$ cat config.mk
export PLATFORM = sky130hd
export DESIGN_NAME = quad_tone_gen
export DESIGN_NICKNAME = d
export VERILOG_FILES = /design/src/rtl/snd_pkg.sv /design/src/rtl/snd_port_regs.sv /design/src/rtl/snd_tone_chan.sv /design/src/rtl/snd_mixer.sv /design/src/rtl/quad_tone_gen.sv
export SDC_FILE = /design/constraint.sdc
export NUM_CORES = 1
export LEC_CHECK = 0
export BUFFER_PORTS_ARGS = -buffer_cell sky130_fd_sc_hd__buf_2
export CAP_MARGIN = 20
export CELL_PAD_IN_SITES_DETAIL_PLACEMENT = 0
export CELL_PAD_IN_SITES_GLOBAL_PLACEMENT = 1
export CORE_MARGIN = 2
export CORE_UTILIZATION = 50
export CTS_CLUSTER_DIAMETER = 50
export DETAILED_ROUTE_END_ITERATION = 7
export GPL_ROUTABILITY_DRIVEN = 0
export HOLD_SLACK_MARGIN = 0.02
export PLACE_DENSITY_LB_ADDON = 0.1
export SETUP_SLACK_MARGIN = 0.02
export SYNTH_ARGS = -nofsm -noshare
export SYNTH_HDL_FRONTEND = slang
export SYNTH_HIERARCHICAL = 1
export SYNTH_SLANG_ARGS = --single-unit
$ cat constraint.sdc
create_clock -name clk -period 8.7 [get_ports clk]
set_input_delay 0.87 -clock clk [delete_from_list [all_inputs] [get_ports clk]]
set_output_delay 0.87 -clock clk [all_outputs]
set_load 0.02 [all_outputs]
$ cat src/rtl/snd_pkg.sv
package snd_pkg;
  localparam int SND_NCH       = 4;
  localparam int SND_CNT_W     = 16;
  localparam int SND_VOL_W     = 8;
  localparam int SND_DATA_W    = 16;
  localparam int SND_SAMPLE_W  = 18;
  localparam int SND_ADDR_W    = 4;
  localparam int SND_FREQ_BASE = 4;
  localparam int SND_VOL_BASE  = 8;

  // largest magnitude the mixed sample can reach
  function automatic int max_swing(input int nch, input int vol_w);
    return nch * ((1 << vol_w) - 1);
  endfunction
endpackage

$ cat src/rtl/snd_port_regs.sv
module snd_port_regs #(
  parameter int NCH       = snd_pkg::SND_NCH,
  parameter int CNT_W     = snd_pkg::SND_CNT_W,
  parameter int VOL_W     = snd_pkg::SND_VOL_W,
  parameter int DATA_W    = snd_pkg::SND_DATA_W,
  parameter int ADDR_W    = snd_pkg::SND_ADDR_W,
  parameter int FREQ_BASE = snd_pkg::SND_FREQ_BASE,
  parameter int VOL_BASE  = snd_pkg::SND_VOL_BASE
) (
  input  logic                       clk,
  input  logic                       rst_n,
  input  logic                       wr,
  input  logic [ADDR_W-1:0]          addr,
  input  logic [DATA_W-1:0]          wdata,
  output logic [NCH-1:0][CNT_W-1:0]  period,
  output logic [NCH-1:0][VOL_W-1:0]  vol
);
  localparam int NVP = NCH / 2;

  logic [NCH-1:0]             freq_hit;
  logic [NVP-1:0]             vol_hit;
  logic                       any_hit;
  logic [NCH-1:0][CNT_W-1:0]  period_q;
  logic [NCH-1:0][VOL_W-1:0]  vol_q;

  genvar g;
  generate
    for (g = 0; g < NCH; g++) begin : g_fdec
      assign freq_hit[g] = wr && (addr == ADDR_W'(FREQ_BASE + g));
    end
    for (g = 0; g < NVP; g++) begin : g_vdec
      assign vol_hit[g] = wr && (addr == ADDR_W'(VOL_BASE + g));
    end
  endgenerate

  assign any_hit = (|freq_hit) || (|vol_hit);

  always_ff @(posedge clk or negedge rst_n) begin
    if (!rst_n) begin
      period_q <= '0;
      vol_q    <= '0;
    end else begin
      for (int ch = 0; ch < NCH; ch++) begin
        if (freq_hit[ch]) period_q[ch] <= wdata[CNT_W-1:0];
        if (vol_hit[ch/2]) begin
          if ((ch % 2) == 0) vol_q[ch] <= wdata[DATA_W-1 -: VOL_W];
          else               vol_q[ch] <= wdata[VOL_W-1:0];
        end
      end
    end
  end

  assign period = period_q;
  assign vol    = vol_q;

  // a write that decodes to no register changes nothing
  assert_stray_write_R2: assert property (@(posedge clk) disable iff (!rst_n)
    (wr && !any_hit) |=> ($stable(period_q) && $stable(vol_q)));

  // at most one register group is selected per write
  assert_single_decode_R3: assert property (@(posedge clk) disable iff (!rst_n)
    $onehot0({freq_hit, vol_hit}));
endmodule

$ cat src/rtl/snd_tone_chan.sv
module snd_tone_chan #(
  parameter int CNT_W = snd_pkg::SND_CNT_W
) (
  input  logic             clk,
  input  logic             rst_n,
  input  logic             tick,
  input  logic [CNT_W-1:0] period,
  output logic             pol
);
  logic [CNT_W-1:0] cnt_q;
  logic             pol_q;
  logic             at_zero;
  logic             last_step;
  logic             silent;

  assign at_zero   = (cnt_q == '0);
  assign last_step = tick && (cnt_q == CNT_W'(1));
  assign silent    = (period == '0);

  always_ff @(posedge clk or negedge rst_n) begin
    if (!rst_n) begin
      cnt_q <= '0;
      pol_q <= 1'b1;
    end else if (tick) begin
      cnt_q <= at_zero ? period : cnt_q - CNT_W'(1);
      if (silent)         pol_q <= 1'b1;
      else if (last_step) pol_q <= ~pol_q;
    end
  end

  assign pol = pol_q;

  assert_reload_R4: assert property (@(posedge clk) disable iff (!rst_n)
    (tick && at_zero) |=> (cnt_q == $past(period)));

  // a running count keeps stepping down whatever is written
  assert_count_down_R8: assert property (@(posedge clk) disable iff (!rst_n)
    (tick && !at_zero) |=> (cnt_q == $past(cnt_q) - CNT_W'(1)));

  assert_flip_R5: assert property (@(posedge clk) disable iff (!rst_n)
    (last_step && !silent) |=> (pol_q != $past(pol_q)));

  assert_mute_pos_R6: assert property (@(posedge clk) disable iff (!rst_n)
    (tick && silent) |=> pol_q);

  assert_hold_R7: assert property (@(posedge clk) disable iff (!rst_n)
    !tick |=> ($stable(cnt_q) && $stable(pol_q)));
endmodule

$ cat src/rtl/snd_mixer.sv
module snd_mixer #(
  parameter int NCH      = snd_pkg::SND_NCH,
  parameter int VOL_W    = snd_pkg::SND_VOL_W,
  parameter int SAMPLE_W = snd_pkg::SND_SAMPLE_W
) (
  input  logic                      clk,
  input  logic                      rst_n,
  input  logic [NCH-1:0]            pol,
  input  logic [NCH-1:0][VOL_W-1:0] vol,
  output logic [SAMPLE_W-1:0]       sample
);
  localparam int SWING = snd_pkg::max_swing(NCH, VOL_W);

  function automatic logic signed [SAMPLE_W-1:0] term_of(
    input logic p, input logic [VOL_W-1:0] v);
    logic signed [SAMPLE_W-1:0] mag;
    mag = $signed({{(SAMPLE_W-VOL_W){1'b0}}, v});
    return p ? mag : -mag;
  endfunction

  logic signed [SAMPLE_W-1:0] acc;
  logic signed [SAMPLE_W-1:0] sample_q;

  always_comb begin
    acc = '0;
    for (int i = 0; i < NCH; i++) acc = acc + term_of(pol[i], vol[i]);
  end

  always_ff @(posedge clk or negedge rst_n) begin
    if (!rst_n) sample_q <= '0;
    else        sample_q <= acc;
  end

  assign sample = sample_q;

  assert_range_R9: assert property (@(posedge clk) disable iff (!rst_n)
    (sample_q <= SAMPLE_W'(SWING)) && (sample_q >= -SAMPLE_W'(SWING)));

  assert_all_pos_nonneg_R9: assert property (@(posedge clk) disable iff (!rst_n)
    (&pol) |=> !sample_q[SAMPLE_W-1]);
endmodule

$ cat src/rtl/quad_tone_gen.sv
module quad_tone_gen #(
  parameter int NCH       = snd_pkg::SND_NCH,
  parameter int CNT_W     = snd_pkg::SND_CNT_W,
  parameter int VOL_W     = snd_pkg::SND_VOL_W,
  parameter int DATA_W    = snd_pkg::SND_DATA_W,
  parameter int ADDR_W    = snd_pkg::SND_ADDR_W,
  parameter int SAMPLE_W  = snd_pkg::SND_SAMPLE_W,
  parameter int FREQ_BASE = snd_pkg::SND_FREQ_BASE,
  parameter int VOL_BASE  = snd_pkg::SND_VOL_BASE
) (
  input  logic                clk,
  input  logic                rst_n,
  input  logic                tick_en,
  input  logic                io_wr,
  input  logic [ADDR_W-1:0]   io_addr,
  input  logic [DATA_W-1:0]   io_wdata,
  output logic [SAMPLE_W-1:0] mix_sample
);
  logic [NCH-1:0][CNT_W-1:0] period;
  logic [NCH-1:0][VOL_W-1:0] vol;
  logic [NCH-1:0]            pol;

  snd_port_regs #(
    .NCH(NCH), .CNT_W(CNT_W), .VOL_W(VOL_W), .DATA_W(DATA_W),
    .ADDR_W(ADDR_W), .FREQ_BASE(FREQ_BASE), .VOL_BASE(VOL_BASE)
  ) u_regs (
    .clk(clk), .rst_n(rst_n), .wr(io_wr), .addr(io_addr),
    .wdata(io_wdata), .period(period), .vol(vol)
  );

  genvar g;
  generate
    for (g = 0; g < NCH; g++) begin : g_voice
      snd_tone_chan #(.CNT_W(CNT_W)) u_chan (
        .clk(clk), .rst_n(rst_n), .tick(tick_en),
        .period(period[g]), .pol(pol[g])
      );
    end
  endgenerate

  snd_mixer #(.NCH(NCH), .VOL_W(VOL_W), .SAMPLE_W(SAMPLE_W)) u_mix (
    .clk(clk), .rst_n(rst_n), .pol(pol), .vol(vol), .sample(mix_sample)
  );

  // right after reset is released every voice is positive and silent
  assert_reset_quiet_R1: assert property (@(posedge clk)
    $rose(rst_n) |-> (mix_sample == '0));
endmodule

==> run summary <==
* 0 — total DRC errors in the routed layout
* 0 — number of antenna violations at the first check in global routing
* 0 — Final Hold Violating Endpoints
* reg2reg — type of the worst setup path
* 4.25 ns — R2R Setup Slk
* 224.8 MHz — Peak Freq
* false — RSZ-0062 raised after global routing
* u_mix/sample[16] — endpoint of the worst register-to-register path
* 0 — max capacitance violation total
* 46350 µm — wire length of the first global-routing pass
* 0.01308 ns — worst clock skew
* 182 — flop and latch count out of synthesis
* 0 — overflow left after global routing
* register — sort of element at the end of the critical path
* 5.476 nW — Leak Pwr
* 156.0 µm — die width
* 1212 — nets in the synthesized netlist
* 39.48% — sequential share of the synthesized area
* 6 — count of synthesis-stage warnings from yosys
* 6.062 — Vias per Instance
* 8483 — number of global-route vias before repair
* 41 — IO buf count
* 1119 — synthesized instance count
* 24330 µm² — area enclosed by the die boundary
* 4.448 ns — min cycle time layout
* 51.13% — period utilisation layout
* in2async — Tightest Hold Check Type
* clkbuf_16 — library cell used as clock root buffer
* 54.87% — final core utilization
* finished, final reports clean — outcome
* 5 — Pre-antenna DRT Iters
* 0 — setup fix buffers added after clock tree synthesis
* 0.44 ns — Worst-Skew Late Latency
* done — TritonCTS clock tree
* 34.99% — Max-Slew Margin vs Limit
* fa_1 — Slowest-stage cell, CP
* 28290 µm — final routed wirelength across all metal layers
* 0 — number of max-slew violations in the final report
* dfrtp_1 — Primary FF master, synth
* 4.76 ns — arrival time reported for the critical path endpoint
* 156.0 µm — die height
* 5.698 mW — total power
* 1222 — nets
* 0 ns — accumulated negative setup slack
* 0 — post-CTS resize count
* 55 — total number of placement rows
* 19960 µm — detailed placement HPWL
* nor3_1 -> and3_1 -> nor3b_1 -> ha_1 -> mux2_2 -> fa_1 -> inv_1 -> fa_1 -> inv_1 -> ha_1 -> a21o_2 -> a211oi_2 -> o31a_4 -> o221ai_2 -> xor2_1 — crit-path cells
* u_regs/vol[4] — startpoint of the most critical register-to-register path
* 2 — buffer depth of the longest clock path
* 10.32 µm² — Avg Synthesized Cell Area
* 0.08 ns — CTS clk-pin slew, worst paths
* 6 — Max FO, Critical Path
* 22640 µm² — core region area
* 182 — number of clock sinks
* 0.55 ns — crit-path max cell delay
* register — startpoint type of the worst setup path
* 42 — I/O pins
* 100.0% — Synth async-reset ratio
* 0 — number of flops mapped to enable cells by yosys
* 0.9751 ns — slew of the pin with the lowest slew margin
* dfrtp_1, inv_1, mux2_2 — commonest cells after routing, fill and taps aside
* 15 — number of cell instances on the worst register-to-register path
* 51.01% — effective utilization at floorplan
* 21.19% — fraction of layout cells with a size suffix above 1
* 455 — violation count after the first detailed-routing iteration
* 19.82 µm — WL/cell
* 0 — number of buffers added to fix hold violations after cts
* 7.562% — area growth from synthesis to final layout
* 4 — H-tree levels
* 0.5200 ns — worst hold slack
* 0 — ant diodes
* 0.0002953 V — worst-case vdd ir drop
* 11550 µm² — Post-Syn Area
* 24.35% — total routing usage reported by global routing
* 113 — pin count of the biggest net entering global routing
* 75 — number of unique standard cell types used by synthesis
* 8651 — count of vias placed by the detailed router
* 9.01 ns — worst path required time
* 458.7 nW/µm² — total power divided by cell area
* 17 — number of buffers inserted during clock tree synthesis
* 0 — count of nets left with antenna violations after detail routing
* dfrtp_1 — most common library cell in the layout ignoring fill and taps
* 0 — Setup Viol. Count Final
-- metrics by stage --
step / instances / setup WS [ns] / instance area [µm²]
after CTS: 1427 / 4.242 / 12420
final: 1427 / 4.252 / 12420
after global placement: 1395 / 4.326 / 11850
after floorplan: 1119 / 4.556 / 11550
after global routing: 1427 / 3.983 / 12420
after detailed placement: 1395 / 4.255 / 11850
-- kinds of logic after synthesis --
| logic type | Yosys count | share of synthesized area (%) |
|---|---|---|
| DFF | 182 | 39.48 |
| AOI/OAI and AO/OA | 229 | 14.11 |
| buffers and inverters | 158 | 6.100 |
| muxes | 104 | 10.44 |
| and+or+nand+nor | 342 | 17.66 |
| adders and majority gates | 69 | 9.556 |
| xor gates and xnor gates | 35 | 2.654 |
-- final cells by class --
type	count	area [µm²]
multi-input combinational	779	6285
timing repair buffer	48	269.0
sequential	182	4559
inverter	101	379.1
clock inverter	11	112.6
fill	2035	10220
clock buffer	21	460.4
tap	285	356.6
-- power by group --
group | switching, mW | total, mW | leakage (nW) | internal, mW
clock | 0.351 | 0.766 | 0.273 | 0.415
combinational | 1.97 | 3.45 | 2.94 | 1.49
sequential | 0.321 | 1.48 | 2.26 | 1.16
total | 2.64 | 5.70 | 5.48 | 3.06
-- worst max-delay path, delay by kind of cell (launching register included) --
family          cells  cell delay [ns]
compound gates      4             0.80
xor+xnor            1             0.14
fa+ha+maj           4             1.71
buf+inv             2             0.10
flops               1             0.41
mux                 1             0.28
simple gates        3             0.91
-- worst max path at each step --
stage	from	end	slack, ns	cells after the start
after floorplan	u_regs/vol[3]	u_mix/sample[16]	4.56	15
after global placement	u_regs/vol[3]	u_mix/sample[16]	4.33	15
after detailed placement	u_regs/vol[4]	u_mix/sample[16]	4.25	15
after CTS	u_regs/vol[3]	u_mix/sample[16]	4.24	15
after global routing	u_regs/vol[26]	u_mix/sample[16]	3.98	15
final	u_regs/vol[4]	u_mix/sample[16]	4.25	15
-- routing by layer --
metal,routed length [µm],vias up,GRT usage [%]
li1,-,4155,-
met1,13680,4304,34.96
met2,13290,169,39.38
met3,915,23,3.306
met4,399,0,5.723
met5,0,-,0
-- registers in the layout (all words and copies together) (netlist names) --
signal / cells
u_mix/sample: 18
g_voice.u_chan/cnt_q: 64
u_regs/vol: 32
g_voice.u_chan/pol: 4
u_regs/period: 64
-- Yosys cell counts, drive strengths merged, types with 4 or more instances --
master | instances | share of area [%]
nor3b | 6 | 0.39
a211oi | 19 | 1.3
a311oi | 13 | 0.99
inv | 101 | 3.3
fa | 32 | 5.5
and2 | 8 | 0.43
a31oi | 31 | 1.7
a21o | 14 | 0.93
or3 | 9 | 0.53
a221oi | 9 | 0.74
o31ai | 16 | 1.0
nand4 | 37 | 2.0
nor4 | 52 | 3.5
a21oi | 36 | 1.6
ha | 37 | 4.0
and3 | 10 | 0.54
and4b | 4 | 0.35
xnor2 | 18 | 1.4
clkbuf | 30 | 1.0
a21boi | 4 | 0.26
or4 | 20 | 1.6
mux2 | 102 | 10
a311o | 4 | 0.35
nor2b | 9 | 0.49
nor3 | 32 | 2.0
o2111ai | 4 | 0.30
nor2 | 85 | 2.9
xor2 | 17 | 1.3
o311ai | 8 | 0.61
o21ai | 41 | 1.8
nand3 | 22 | 1.0
and4 | 4 | 0.30
a22oi | 4 | 0.26
o311a | 12 | 1.0
dfstp | 4 | 0.91
o211ai | 7 | 0.46
buf | 27 | 1.8
dfrtp | 178 | 39
nand2 | 39 | 1.4
Note: power is estimated with default switching activity, not from simulation.
